[src/rtl/scl_pkg.sv]
package scl_pkg;
    localparam int FRAC_BITS = 13;
    localparam int FIELD_W   = 12;
    localparam int START_W   = 19;
    localparam int WORD_W    = 32;
    localparam int HGT_LSB   = 16;

    typedef enum logic [1:0] {
        FMT_420  = 2'd0,
        FMT_422  = 2'd1,
        FMT_444  = 2'd2,
        FMT_RSVD = 2'd3
    } fmt_e;

    typedef enum logic [2:0] {
        ST_IDLE,
        ST_CHECK,
        ST_LAUNCH,
        ST_WAIT,
        ST_DONE,
        ST_FAULT
    } state_e;

    typedef enum logic [1:0] {
        DIV_LUMA_V = 2'd0,
        DIV_LUMA_H = 2'd1,
        DIV_CHR_V  = 2'd2,
        DIV_CHR_H  = 2'd3
    } div_sel_e;
endpackage

[src/rtl/scl_seq_divider.sv]
module scl_seq_divider #(
    parameter int NUM_W = 25,
    parameter int DEN_W = 12
) (
    input  logic             clk,
    input  logic             rst_n,
    input  logic             start,
    input  logic [NUM_W-1:0] num,
    input  logic [DEN_W-1:0] den,
    output logic             done,
    output logic [NUM_W-1:0] quo
);
    localparam int CNT_W = $clog2(NUM_W + 1);

    logic [NUM_W-1:0] q_r;
    logic [NUM_W-1:0] num_r;
    logic [DEN_W-1:0] rem_r;
    logic [DEN_W-1:0] den_r;
    logic [CNT_W-1:0] cnt_r;
    logic             run_r;
    logic             done_r;
    logic [DEN_W:0]   shifted;
    logic [DEN_W:0]   diff;
    logic             fits;

    assign shifted = {rem_r, q_r[NUM_W-1]};
    assign fits    = shifted >= {1'b0, den_r};
    assign diff    = shifted - {1'b0, den_r};

    always_ff @(posedge clk or negedge rst_n) begin
        if (!rst_n) begin
            q_r    <= '0;
            num_r  <= '0;
            rem_r  <= '0;
            den_r  <= '0;
            cnt_r  <= '0;
            run_r  <= 1'b0;
            done_r <= 1'b0;
        end else begin
            done_r <= 1'b0;
            if (start && !run_r) begin
                q_r   <= num;
                num_r <= num;
                rem_r <= '0;
                den_r <= den;
                cnt_r <= CNT_W'(NUM_W);
                run_r <= 1'b1;
            end else if (run_r) begin
                q_r   <= {q_r[NUM_W-2:0], fits};
                rem_r <= fits ? diff[DEN_W-1:0] : shifted[DEN_W-1:0];
                cnt_r <= cnt_r - 1'b1;
                if (cnt_r == CNT_W'(1)) begin
                    run_r  <= 1'b0;
                    done_r <= 1'b1;
                end
            end
        end
    end

    assign done = done_r;
    assign quo  = q_r;

    AST_DIV_EXACT: assert property (@(posedge clk) disable iff (!rst_n)
        done_r |-> ((64'(q_r) * 64'(den_r) + 64'(rem_r)) == 64'(num_r)) && (rem_r < den_r));
endmodule

[src/rtl/scl_chroma_geom.sv]
module scl_chroma_geom
    import scl_pkg::*;
#(
    parameter int RES_W = 12
) (
    input  logic [RES_W-1:0]   src_w,
    input  logic [RES_W-1:0]   src_h,
    input  logic [RES_W-1:0]   dst_w,
    input  logic [RES_W-1:0]   dst_h,
    input  fmt_e               src_fmt,
    input  fmt_e               dst_fmt,
    input  logic [2:0]         siting,
    output logic [RES_W-1:0]   c_src_w,
    output logic [RES_W-1:0]   c_src_h,
    output logic [RES_W-1:0]   c_dst_w,
    output logic [RES_W-1:0]   c_dst_h,
    output logic [START_W-1:0] vstart,
    output logic [START_W-1:0] hstart,
    output logic [WORD_W-1:0]  word_sl,
    output logic [WORD_W-1:0]  word_sc,
    output logic [WORD_W-1:0]  word_dl,
    output logic [WORD_W-1:0]  word_dc
);
    localparam logic [START_W-1:0] QUARTER = START_W'(1 << (FRAC_BITS - 2));
    localparam logic [START_W-1:0] HALF    = START_W'(1 << (FRAC_BITS - 1));

    logic             trim;
    logic [RES_W-1:0] sl_h_adj;
    logic [RES_W-1:0] sc_h_adj;

    function automatic logic [WORD_W-1:0] pack_res(input logic [RES_W-1:0] w,
                                                  input logic [RES_W-1:0] h);
        logic [WORD_W-1:0] r;
        logic [RES_W-1:0]  wm;
        logic [RES_W-1:0]  hm;
        wm = w - 1'b1;
        hm = h - 1'b1;
        r  = '0;
        r[FIELD_W-1:0]               = FIELD_W'(wm);
        r[HGT_LSB+FIELD_W-1:HGT_LSB] = FIELD_W'(hm);
        return r;
    endfunction

    always_comb begin
        c_src_w = src_w;
        c_src_h = src_h;
        if (src_fmt == FMT_420) begin
            c_src_w = src_w >> 1;
            c_src_h = src_h >> 1;
        end else if (src_fmt == FMT_422) begin
            c_src_w = src_w >> 1;
        end
        c_dst_w = (dst_fmt == FMT_422) ? (dst_w >> 1) : dst_w;
        c_dst_h = dst_h;
    end

    always_comb begin
        vstart = '0;
        hstart = '0;
        if (src_fmt == FMT_420) begin
            case (siting)
                3'd0, 3'd1: vstart = -QUARTER;
                3'd4, 3'd5: vstart = -HALF;
                default:    vstart = '0;
            endcase
            case (siting)
                3'd1, 3'd3, 3'd5: hstart = -QUARTER;
                default:          hstart = '0;
            endcase
        end
    end

    assign trim     = (src_fmt != FMT_420) && (src_fmt != FMT_422) && (dst_fmt == FMT_422);
    assign sl_h_adj = trim ? src_h - 1'b1 : src_h;
    assign sc_h_adj = trim ? c_src_h - 1'b1 : c_src_h;

    assign word_sl = pack_res(src_w, sl_h_adj);
    assign word_sc = pack_res(c_src_w, sc_h_adj);
    assign word_dl = pack_res(dst_w, dst_h);
    assign word_dc = pack_res(c_dst_w, c_dst_h);
endmodule

[src/rtl/scl_phase_calc.sv]
module scl_phase_calc
    import scl_pkg::*;
#(
    parameter int RES_W = 12
) (
    input  logic                       clk,
    input  logic                       rst_n,
    input  logic                       start,
    input  logic [RES_W-1:0]           src_w,
    input  logic [RES_W-1:0]           src_h,
    input  logic [RES_W-1:0]           dst_w,
    input  logic [RES_W-1:0]           dst_h,
    input  logic [1:0]                 src_fmt,
    input  logic [1:0]                 dst_fmt,
    input  logic [2:0]                 siting,
    output logic                       busy,
    output logic                       valid,
    output logic                       err,
    output logic [RES_W+FRAC_BITS-1:0] luma_vinc,
    output logic [RES_W+FRAC_BITS-1:0] luma_hinc,
    output logic [RES_W+FRAC_BITS-1:0] chroma_vinc,
    output logic [RES_W+FRAC_BITS-1:0] chroma_hinc,
    output logic [START_W-1:0]         chroma_vstart,
    output logic [START_W-1:0]         chroma_hstart,
    output logic [WORD_W-1:0]          src_luma_word,
    output logic [WORD_W-1:0]          src_chroma_word,
    output logic [WORD_W-1:0]          dst_luma_word,
    output logic [WORD_W-1:0]          dst_chroma_word
);
    localparam int NUM_W = RES_W + FRAC_BITS;

    state_e           state_q, state_d;
    div_sel_e         sel_q;
    logic [RES_W-1:0] src_w_q, src_h_q, dst_w_q, dst_h_q;
    fmt_e             src_fmt_q, dst_fmt_q;
    logic [2:0]       siting_q;
    logic [NUM_W-1:0] lv_q, lh_q, cv_q;

    logic [RES_W-1:0]   c_src_w, c_src_h, c_dst_w, c_dst_h;
    logic [START_W-1:0] g_vstart, g_hstart;
    logic [WORD_W-1:0]  g_sl, g_sc, g_dl, g_dc;
    logic [RES_W-1:0]   n_src, n_dst;
    logic [NUM_W-1:0]   div_num, div_quo;
    logic               div_start, div_done, zero_div;

    scl_chroma_geom #(.RES_W(RES_W)) i_geom (
        .src_w(src_w_q), .src_h(src_h_q), .dst_w(dst_w_q), .dst_h(dst_h_q),
        .src_fmt(src_fmt_q), .dst_fmt(dst_fmt_q), .siting(siting_q),
        .c_src_w(c_src_w), .c_src_h(c_src_h), .c_dst_w(c_dst_w), .c_dst_h(c_dst_h),
        .vstart(g_vstart), .hstart(g_hstart),
        .word_sl(g_sl), .word_sc(g_sc), .word_dl(g_dl), .word_dc(g_dc)
    );

    always_comb begin
        case (sel_q)
            DIV_LUMA_V: begin n_src = src_h_q; n_dst = dst_h_q; end
            DIV_LUMA_H: begin n_src = src_w_q; n_dst = dst_w_q; end
            DIV_CHR_V:  begin n_src = c_src_h; n_dst = c_dst_h; end
            default:    begin n_src = c_src_w; n_dst = c_dst_w; end
        endcase
        div_num = {n_src, {FRAC_BITS{1'b0}}} + NUM_W'(n_dst >> 1);
    end

    scl_seq_divider #(.NUM_W(NUM_W), .DEN_W(RES_W)) i_div (
        .clk(clk), .rst_n(rst_n), .start(div_start),
        .num(div_num), .den(n_dst), .done(div_done), .quo(div_quo)
    );

    assign zero_div = (dst_w_q == '0) || (dst_h_q == '0) ||
                      (c_dst_w == '0) || (c_dst_h == '0);

    // state register
    always_ff @(posedge clk or negedge rst_n) begin
        if (!rst_n) state_q <= ST_IDLE;
        else        state_q <= state_d;
    end

    // transitions
    always_comb begin
        state_d = state_q;
        unique case (state_q)
            ST_IDLE:   if (start) state_d = ST_CHECK;
            ST_CHECK:  state_d = zero_div ? ST_FAULT : ST_LAUNCH;
            ST_LAUNCH: state_d = ST_WAIT;
            ST_WAIT:   if (div_done) state_d = (sel_q == DIV_CHR_H) ? ST_DONE : ST_LAUNCH;
            ST_DONE:   state_d = ST_IDLE;
            ST_FAULT:  state_d = ST_IDLE;
            default:   state_d = ST_IDLE;
        endcase
    end

    // outputs decoded from state
    always_comb begin
        busy      = (state_q != ST_IDLE);
        valid     = (state_q == ST_DONE);
        err       = (state_q == ST_FAULT);
        div_start = (state_q == ST_LAUNCH);
    end

    // datapath
    always_ff @(posedge clk or negedge rst_n) begin
        if (!rst_n) begin
            sel_q <= DIV_LUMA_V;
            src_w_q <= '0; src_h_q <= '0; dst_w_q <= '0; dst_h_q <= '0;
            src_fmt_q <= FMT_420; dst_fmt_q <= FMT_420; siting_q <= '0;
            lv_q <= '0; lh_q <= '0; cv_q <= '0;
            luma_vinc <= '0; luma_hinc <= '0; chroma_vinc <= '0; chroma_hinc <= '0;
            chroma_vstart <= '0; chroma_hstart <= '0;
            src_luma_word <= '0; src_chroma_word <= '0;
            dst_luma_word <= '0; dst_chroma_word <= '0;
        end else begin
            if (state_q == ST_IDLE && start) begin
                src_w_q   <= src_w;
                src_h_q   <= src_h;
                dst_w_q   <= dst_w;
                dst_h_q   <= dst_h;
                src_fmt_q <= fmt_e'(src_fmt);
                dst_fmt_q <= fmt_e'(dst_fmt);
                siting_q  <= siting;
            end
            if (state_q == ST_CHECK) sel_q <= DIV_LUMA_V;
            if (state_q == ST_WAIT && div_done) begin
                case (sel_q)
                    DIV_LUMA_V: lv_q <= div_quo;
                    DIV_LUMA_H: lh_q <= div_quo;
                    DIV_CHR_V:  cv_q <= div_quo;
                    default: begin
                        luma_vinc       <= lv_q;
                        luma_hinc       <= lh_q;
                        chroma_vinc     <= cv_q;
                        chroma_hinc     <= div_quo;
                        chroma_vstart   <= g_vstart;
                        chroma_hstart   <= g_hstart;
                        src_luma_word   <= g_sl;
                        src_chroma_word <= g_sc;
                        dst_luma_word   <= g_dl;
                        dst_chroma_word <= g_dc;
                    end
                endcase
                sel_q <= div_sel_e'(sel_q + 2'd1);
            end
        end
    end

    AST_LUMA_ROUNDED: assert property (@(posedge clk) disable iff (!rst_n)
        valid |-> (64'(luma_vinc) * 64'(dst_h_q) <= (64'(src_h_q) << FRAC_BITS) + 64'(dst_h_q >> 1))
               && ((64'(luma_vinc) + 64'd1) * 64'(dst_h_q) > (64'(src_h_q) << FRAC_BITS) + 64'(dst_h_q >> 1)));
    AST_NON420_NO_OFFSET: assert property (@(posedge clk) disable iff (!rst_n)
        (valid && src_fmt_q != FMT_420) |-> (chroma_vstart == '0 && chroma_hstart == '0));
    AST_ERR_ZERO_DIVISOR: assert property (@(posedge clk) disable iff (!rst_n)
        err |-> (dst_w_q == '0 || dst_h_q == '0 || c_dst_w == '0));
    AST_FAULT_KEEPS_RESULTS: assert property (@(posedge clk) disable iff (!rst_n)
        err |-> ($stable(luma_vinc) && $stable(chroma_hinc) && $stable(src_luma_word)));
    AST_START_IGNORED_BUSY: assert property (@(posedge clk) disable iff (!rst_n)
        (busy && start) |=> ($stable(src_w_q) && $stable(dst_h_q) && $stable(siting_q)));
    AST_VALID_SINGLE: assert property (@(posedge clk) disable iff (!rst_n)
        valid |=> !valid);
endmodule

[config.mk]
export PLATFORM = sky130hd
export DESIGN_NAME = scl_phase_calc
export DESIGN_NICKNAME = d
export VERILOG_FILES = /design/src/rtl/scl_pkg.sv /design/src/rtl/scl_seq_divider.sv /design/src/rtl/scl_chroma_geom.sv /design/src/rtl/scl_phase_calc.sv
export SDC_FILE = /design/constraint.sdc
export NUM_CORES = 1
export LEC_CHECK = 0
export ABC_AREA = 1
export CORE_ASPECT_RATIO = 0.5
export CORE_MARGIN = 5
export CORE_UTILIZATION = 35
export DETAILED_ROUTE_END_ITERATION = 8
export PLACE_DENSITY = 0.56
export RECOVER_POWER = 25
export SYNTH_ARGS = -nofsm -noshare
export SYNTH_HDL_FRONTEND = slang
export SYNTH_SLANG_ARGS = --single-unit
[constraint.sdc]
create_clock -name clk -period 4.95 [get_ports clk]
set_input_delay 1.485 -clock clk [delete_from_list [all_inputs] [get_ports clk]]
set_output_delay 1.485 -clock clk [all_outputs]
set_load 0.02 [all_outputs]
==> impl_metrics.py, run 1 <==
metrics = {
    "outcome": {
        "outcome": "complete, but fails checks",
        "violations": "capacitance limit, slew limit",
    },
    "detailed_routing": {
        "drc_errors": 0,
        "via_per_inst": 4.76,
        "via_count": 14762,
        "drt_iter0_drc": 1052,
        "ant_nets": 0,
        "avgRoutedWirePerCell_um": 17.3,
        "wirelength_um": 53600,
        "firstDrtPassIters": 5,
    },
    "sta": {
        "fin_setup_tns_ps": 0,
        "finalHoldViolations": 0,
        "fin_crit_sh_pct": 72.2,
        "skew_ps": 15.4,
        "grt_setup_unrepaired": "no",
        "slew_violations": 189,
        "period_needed_ps": 3580,
        "layout_setup_ws_ps": 1370,
        "setup_violations": 0,
        "maxSlewHeadroom_pct": -89.7,
        "max_freq_mhz": 280,
        "worst_pin_slew_ps": 2850,
    },
    "global_routing": {
        "grt_pass1_vias": 14453,
        "grt_first_pass_wirelength_um": 83700,
        "overflow": 0,
        "grt_max_degree": 119,
        "antenna_found_initial": 4,
        "grt_usage_pct": 18.3,
    },
    "placement": {
        "place.port_buffers": 272,
        "place_hpwl_um": 38600,
        "dp_slack_ps": 1590,
        "gp_congestion": 0.912,
    },
    "clocking": {
        "clkTransAtPathRegs_ps": 60,
        "clock_sinks": 378,
        "clk_latency_ps": 550,
        "clock-root-buffer": "clkbuf_16",
        "ctsResizeCount": 0,
        "cts_hold_buf": 0,
        "cts_made_buffers": 39,
        "postCtsSetupBuffers": 0,
        "cts_tree": "done",
        "cts.path.max_buffers": 3,
        "h-tree-depth": 2,
    },
    "synthesis": {
        "synth_compound_area_share_pct": 13.6,
        "syn_area_per_cell_um2": 8.42,
        "synth.area.mux_share_pct": 0.247,
        "synthXorXnorAreaFrac_pct": 2.20,
        "synthAdderAreaFrac_pct": 1.96,
        "netlist_area_mm2": 0.0182,
        "ys_seq_area_share_pct": 51.9,
        "synth-seq-cells": 378,
        "yosysWarnings": 0,
        "syn_inst": 2163,
        "synth_cell_types": 52,
        "synth_top_family_by_area": "simple AND/OR/NAND/NOR gates",
        "synth_simple_gate_area_share_pct": 21.1,
    },
    "setup_path": {
        "required_ps": 5620,
        "worstSetupStartpointType": "input pin",
        "worstSetupEndpointType": "async pin",
        "worstSetupPathType": "input pin to async pin",
        "worstPathArrival_ps": 4250,
        "crit_buf_inv": 2,
        "slowest_delay_ps": 1940,
        "crit_fanout": 104,
        "slowest_stage": "clkbuf_2",
        "crit_path_cell_trace": "clkbuf_2 -> buf_4",
        "critPathTopFamily": "buffers and inverters",
    },
    "hold_path": {
        "hold_path_class": "flop to flop",
    },
    "pwr": {
        "peakVddDrop_uv": 247,
        "powerDensity_mw_per_mm2": 276,
        "leakage_nw": 10.5,
    },
    "die": {
        "die_area_mm2": 0.0570,
        "num_rows": 59,
        "fp.coreArea_mm2": 0.0517,
        "die_x_um": 333,
        "die_h_um": 171,
        "ios": 327,
        "start_util_pct": 35.2,
    },
    "finish": {
        "final_common_cell": "nand2_1",
        "final_nets": 2457,
        "drive_gt1_share_pct": 6.13,
        "area.growth.synth_to_final_pct": 23.3,
        "final_cell_mix": "nand2_1, dfrtp_1, clkdlybuf4s50_1",
        "fillers": 5146,
    },
    "run": {
        "maxCapViolations": 3,
    },
}
## flip-flops by register name, summed over array words and instances (netlist names), 3 cells and up
register         cells
src_luma_word       24
i_div.den_r         12
i_div.cnt_r          5
src_h_q             12
src_w_q             12
cv_q                25
lh_q                25
lv_q                25
chroma_vinc         25
dst_chroma_word     24
luma_hinc           25
chroma_hinc         25
src_chroma_word     24
state_q              3
dst_luma_word       12
siting_q             3
luma_vinc           25
dst_w_q             12
dst_h_q             12
i_div.quo           25
i_div.rem_r         12
## routing by layer
| layer | vias up | GRT usage, % | part of all wire (%) |
|---|---|---|---|
| met5 | - | 0 | 0.021 |
| met4 | 2 | 3.60 | 1.6 |
| met3 | 55 | 3.09 | 4.8 |
| met2 | 312 | 31.4 | 48 |
| met1 | 7085 | 25.0 | 45 |
| li1 | 7308 | - | - |
## final timing paths
path	slack, ps	cells past startpoint	startpoint	end
max	1370	2	rst_n	chroma_vinc[13]$_DFFE_PN0P_
min	470	1	dst_w_q[0]$_DFFE_PN0P_	dst_luma_word[0]$_DFFE_PN0P_
max reg2reg	1550	7	state_q[2]$_DFFE_PN0P_	i_div.quo[14]$_DFFE_PN0P_
min reg2reg	470	1	dst_w_q[0]$_DFFE_PN0P_	dst_luma_word[0]$_DFFE_PN0P_
max in group clk	1520	3	state_q[2]$_DFFE_PN0P_	busy
min in group asynchronous	1820	1	rst_n	dst_chroma_word[16]$_DFFE_PN0P_
## cell type report
type	count	area [µm²]	share of cell area [%]
Clock buffer	56	1130	5.04
Multi-Input combinational cell	1500	7330	32.6
Clock inverter	11	130	0.580
Inverter	161	609	2.71
Tap cell	701	877	3.91
Timing Repair Buffer	291	2920	13.0
Antenna cell	2	5.00	0.0223
Sequential cell	378	9460	42.1
## power by group
part           total (mW)  internal, mW  switching (mW)
Combinational       0.159        0.0483           0.111
Sequential           3.09          3.09               0
Clock                2.94          1.70            1.25
Total                6.19          4.84            1.36
## Yosys cell counts, drive strengths merged
| library cell | count | share of area (%) |
|---|---|---|
| nand2 | 655 | 14 |
| dfrtp | 378 | 52 |
| o21ai | 238 | 6.7 |
| nor2 | 180 | 4.1 |
| inv | 160 | 3.3 |
| buf | 106 | 4.2 |
| a21oi | 101 | 2.8 |
| clkbuf | 71 | 1.5 |
| nand3 | 50 | 1.6 |
| xor2 | 32 | 1.6 |
| ha | 27 | 1.9 |
| o221ai | 27 | 1.3 |
| a31oi | 23 | 0.79 |
| o211ai | 19 | 0.78 |
| o22ai | 19 | 0.65 |
| nor3 | 17 | 0.64 |
| nand4 | 16 | 0.55 |
| xnor2 | 13 | 0.63 |
| mux2 | 4 | 0.25 |
| a22oi | 3 | 0.12 |
| nand3b | 3 | 0.12 |
| o21a | 3 | 0.12 |
| or2 | 3 | 0.10 |
| nor4 | 2 | 0.069 |
| o21bai | 2 | 0.082 |
| o31ai | 2 | 0.082 |
| a21o | 1 | 0.041 |
| a22o | 1 | 0.048 |
| a2bb2oi | 1 | 0.048 |
| and2 | 1 | 0.034 |
| clkinv | 1 | 0.021 |
| conb | 1 | 0.021 |
| fa | 1 | 0.11 |
| nand2b | 1 | 0.034 |
| nor3b | 1 | 0.069 |
## kinds of logic after synthesis
group,Yosys count
other cells,1
xor+xnor,45
fa+ha+maj,28
flops,378
mux,4
buf+inv,338
compound gates,440
simple gates,929
## stage by stage
step / hold WS [ps] / cell area (µm²) / utilization [%] / total power, mW / instances
4_1_cts: 465 / 22500 / 43.4 / 6.28 / 3098
3_5_place_dp: 454 / 21200 / 41.0 / 3.31 / 3031
6_report: 465 / 22500 / 43.4 / 6.19 / 3100
2_1_floorplan: 427 / 18400 / - / 3.22 / 2216
3_3_place_gp: 449 / 21200 / 41.0 / 3.31 / 3031
5_1_grt: 475 / 22500 / 43.4 / 6.43 / 3100
## worst register-to-register path, delay by kind of cell, from the launching register on
| kind | cells | cell delay [ps] |
|---|---|---|
| flip-flops | 1 | 420 |
| AND/OR/NAND/NOR | 3 | 540 |
| AO/OA/AOI/OAI | 2 | 420 |
| buffers and inverters | 2 | 1890 |
No activity file was read; power rests on OpenSTA's default activity.
==> run 2: changes to the inputs <==
==> constraint.sdc (replaced) <==
create_clock -name clk -period 3.7 [get_ports clk]
set_input_delay 1.11 -clock clk [delete_from_list [all_inputs] [get_ports clk]]
set_output_delay 1.11 -clock clk [all_outputs]
set_load 0.02 [all_outputs]
==> impl_metrics.py, run 2 (synthesis results as in run 1) <==
metrics = {
    "setup_path": {
        "worstSetupStartpointType": "flop",
        "worstSetupEndpointType": "output port",
        "worstSetupPathType": "flop to output port",
        "required_ps": 2590,
        "crit_fanout": 5,
        "worstPathArrival_ps": 1940,
    },
    "detailed_routing": {
        "ant_nets": 0,
        "firstDrtPassIters": 5,
        "via_per_inst": 4.80,
        "via_count": 14889,
        "wirelength_um": 55200,
        "avgRoutedWirePerCell_um": 17.8,
        "drc_errors": 0,
        "drt_iter0_drc": 1256,
    },
    "finish": {
        "final_cell_mix": "nand2_1, dfrtp_1, clkdlybuf4s50_1",
        "area.growth.synth_to_final_pct": 23.3,
        "post-route-util_pct": 43.4,
        "drive_gt1_share_pct": 6.37,
        "final_nets": 2459,
        "final_common_cell": "nand2_1",
    },
    "global_routing": {
        "grt_first_pass_wirelength_um": 86400,
        "grt_pass1_vias": 14618,
        "grt_usage_pct": 19.0,
        "grt_max_degree": 142,
        "antenna_found_initial": 3,
        "overflow": 0,
    },
    "clocking": {
        "clk_latency_ps": 560,
        "postCtsSetupBuffers": 0,
        "clkTransAtPathRegs_ps": 60,
        "clock_sinks": 378,
        "cts_hold_buf": 0,
        "clock-root-buffer": "clkbuf_16",
        "cts.path.max_buffers": 3,
        "h-tree-depth": 2,
        "ctsResizeCount": 0,
        "cts_tree": "done",
        "cts_made_buffers": 39,
    },
    "hold_path": {
        "hold_path_class": "input pin to async pin",
    },
    "die": {
        "die_area_mm2": 0.0570,
        "fp.coreArea_mm2": 0.0517,
        "start_util_pct": 35.2,
        "num_rows": 59,
        "die_h_um": 171,
        "ios": 327,
        "die_x_um": 333,
    },
    "pwr": {
        "p_sw_mw": 1.88,
        "powerDensity_mw_per_mm2": 371,
        "total_power_mw": 8.33,
        "comb_power_share_pct": 2.5,
        "p_seq_share_pct": 49.6,
        "leakage_nw": 10.6,
        "peakVddDrop_uv": 259,
        "p_sw_share_pct": 22.5,
        "p_int_mw": 6.46,
        "p_clk_share_pct": 47.9,
    },
    "placement": {
        "place_hpwl_um": 39900,
        "place.port_buffers": 272,
        "gp_congestion": 0.894,
    },
    "sta": {
        "worst_pin_slew_ps": 2020,
        "period_needed_ps": 3050,
        "maxSlewHeadroom_pct": -34.5,
        "fin_setup_tns_ps": 0,
        "setup_violations": 0,
        "max_freq_mhz": 328,
        "hold_slack_ps": 452,
        "fin_crit_sh_pct": 82.4,
        "grt_setup_unrepaired": "no",
        "finalHoldViolations": 0,
        "slew_violations": 155,
        "skew_ps": 18.5,
    },
    "outcome": {
        "violations": "capacitance limit, slew limit",
        "outcome": "complete, but fails checks",
    },
    "run": {
        "maxCapViolations": 3,
    },
}
==> run 2: changes by cell type in the layout (fill, tap and decap cells not counted), moves of 2 or more <==
| cell | previous run | this run |
|---|---|---|
| inv_16 | 0 | 2 |
| buf_12 | 5 | 2 |
| clkbuf_2 | 1 | 3 |
| clkinv_2 | 4 | 8 |
==> run 2: power groups by stage <==
stage / Combinational [mW] / Sequential [mW] / Clock [mW]
final: 0.207 / 4.13 / 3.99
after global routing: 0.233 / 4.13 / 4.29
after CTS: 0.224 / 4.13 / 4.10
after detailed placement: 0.223 / 4.21 / 0
after global placement: 0.224 / 4.21 / 0
after floorplan: 0.0916 / 4.21 / 0
==> run 2: metal layers <==
metal / global-route usage (%) / vias to the layer above / part of all wire, %
li1: - / 7327 / -
met1: 26.5 / 7227 / 47
met2: 32.1 / 271 / 48
met3: 2.76 / 64 / 3.8
met4: 4.06 / 0 / 1.8
met5: 0 / - / 0
==> run 2: worst paths after layout <==
path / from / depth (start not counted) / endpoint / slack, ps
worst max register to register: src_fmt_q[1]$_DFFE_PN0P_ / 13 / src_chroma_word[26]$_DFFE_PN0P_ / 780
worst min-delay path: rst_n / 1 / dst_luma_word[0]$_DFFE_PN0P_ / 450
worst max-delay path: state_q[2]$_DFFE_PN0P_ / 3 / busy / 650
worst min register to register: dst_w_q[0]$_DFFE_PN0P_ / 1 / dst_luma_word[0]$_DFFE_PN0P_ / 460
min in group clk: dst_w_q[0]$_DFFE_PN0P_ / 1 / dst_luma_word[0]$_DFFE_PN0P_ / 460
max in group asynchronous: rst_n / 2 / cv_q[4]$_DFFE_PN0P_ / 920
==> run 2: final cells by class <==
| type | count | area [µm²] |
|---|---|---|
| inverter | 161 | 609 |
| sequential | 378 | 9460 |
| clock buffer | 54 | 1110 |
| tap | 701 | 877 |
| fill | 5158 | 29300 |
| clock inverter | 15 | 165 |
| timing repair buffer | 293 | 2900 |
| antenna | 2 | 5.00 |
| multi-input combinational | 1500 | 7330 |
==> run 2: critical path, stage by stage (launching register included) <==
cell and delay [ps]:
dfrtp_1 430, nor2_1 280, nand2_1 110, clkdlybuf4s50_1 560
==> run 2: per-stage QoR <==
| step | cell area (µm²) | worst slack, ps | instances |
|---|---|---|---|
| 6_report | 22500 | 653 | 3104 |
| 5_1_grt | 22500 | 330 | 3104 |
| 4_1_cts | 22500 | 626 | 3102 |
| 3_5_place_dp | 21200 | 744 | 3033 |
| 3_3_place_gp | 21200 | 785 | 3033 |
| 2_1_floorplan | 18400 | 1610 | 2216 |
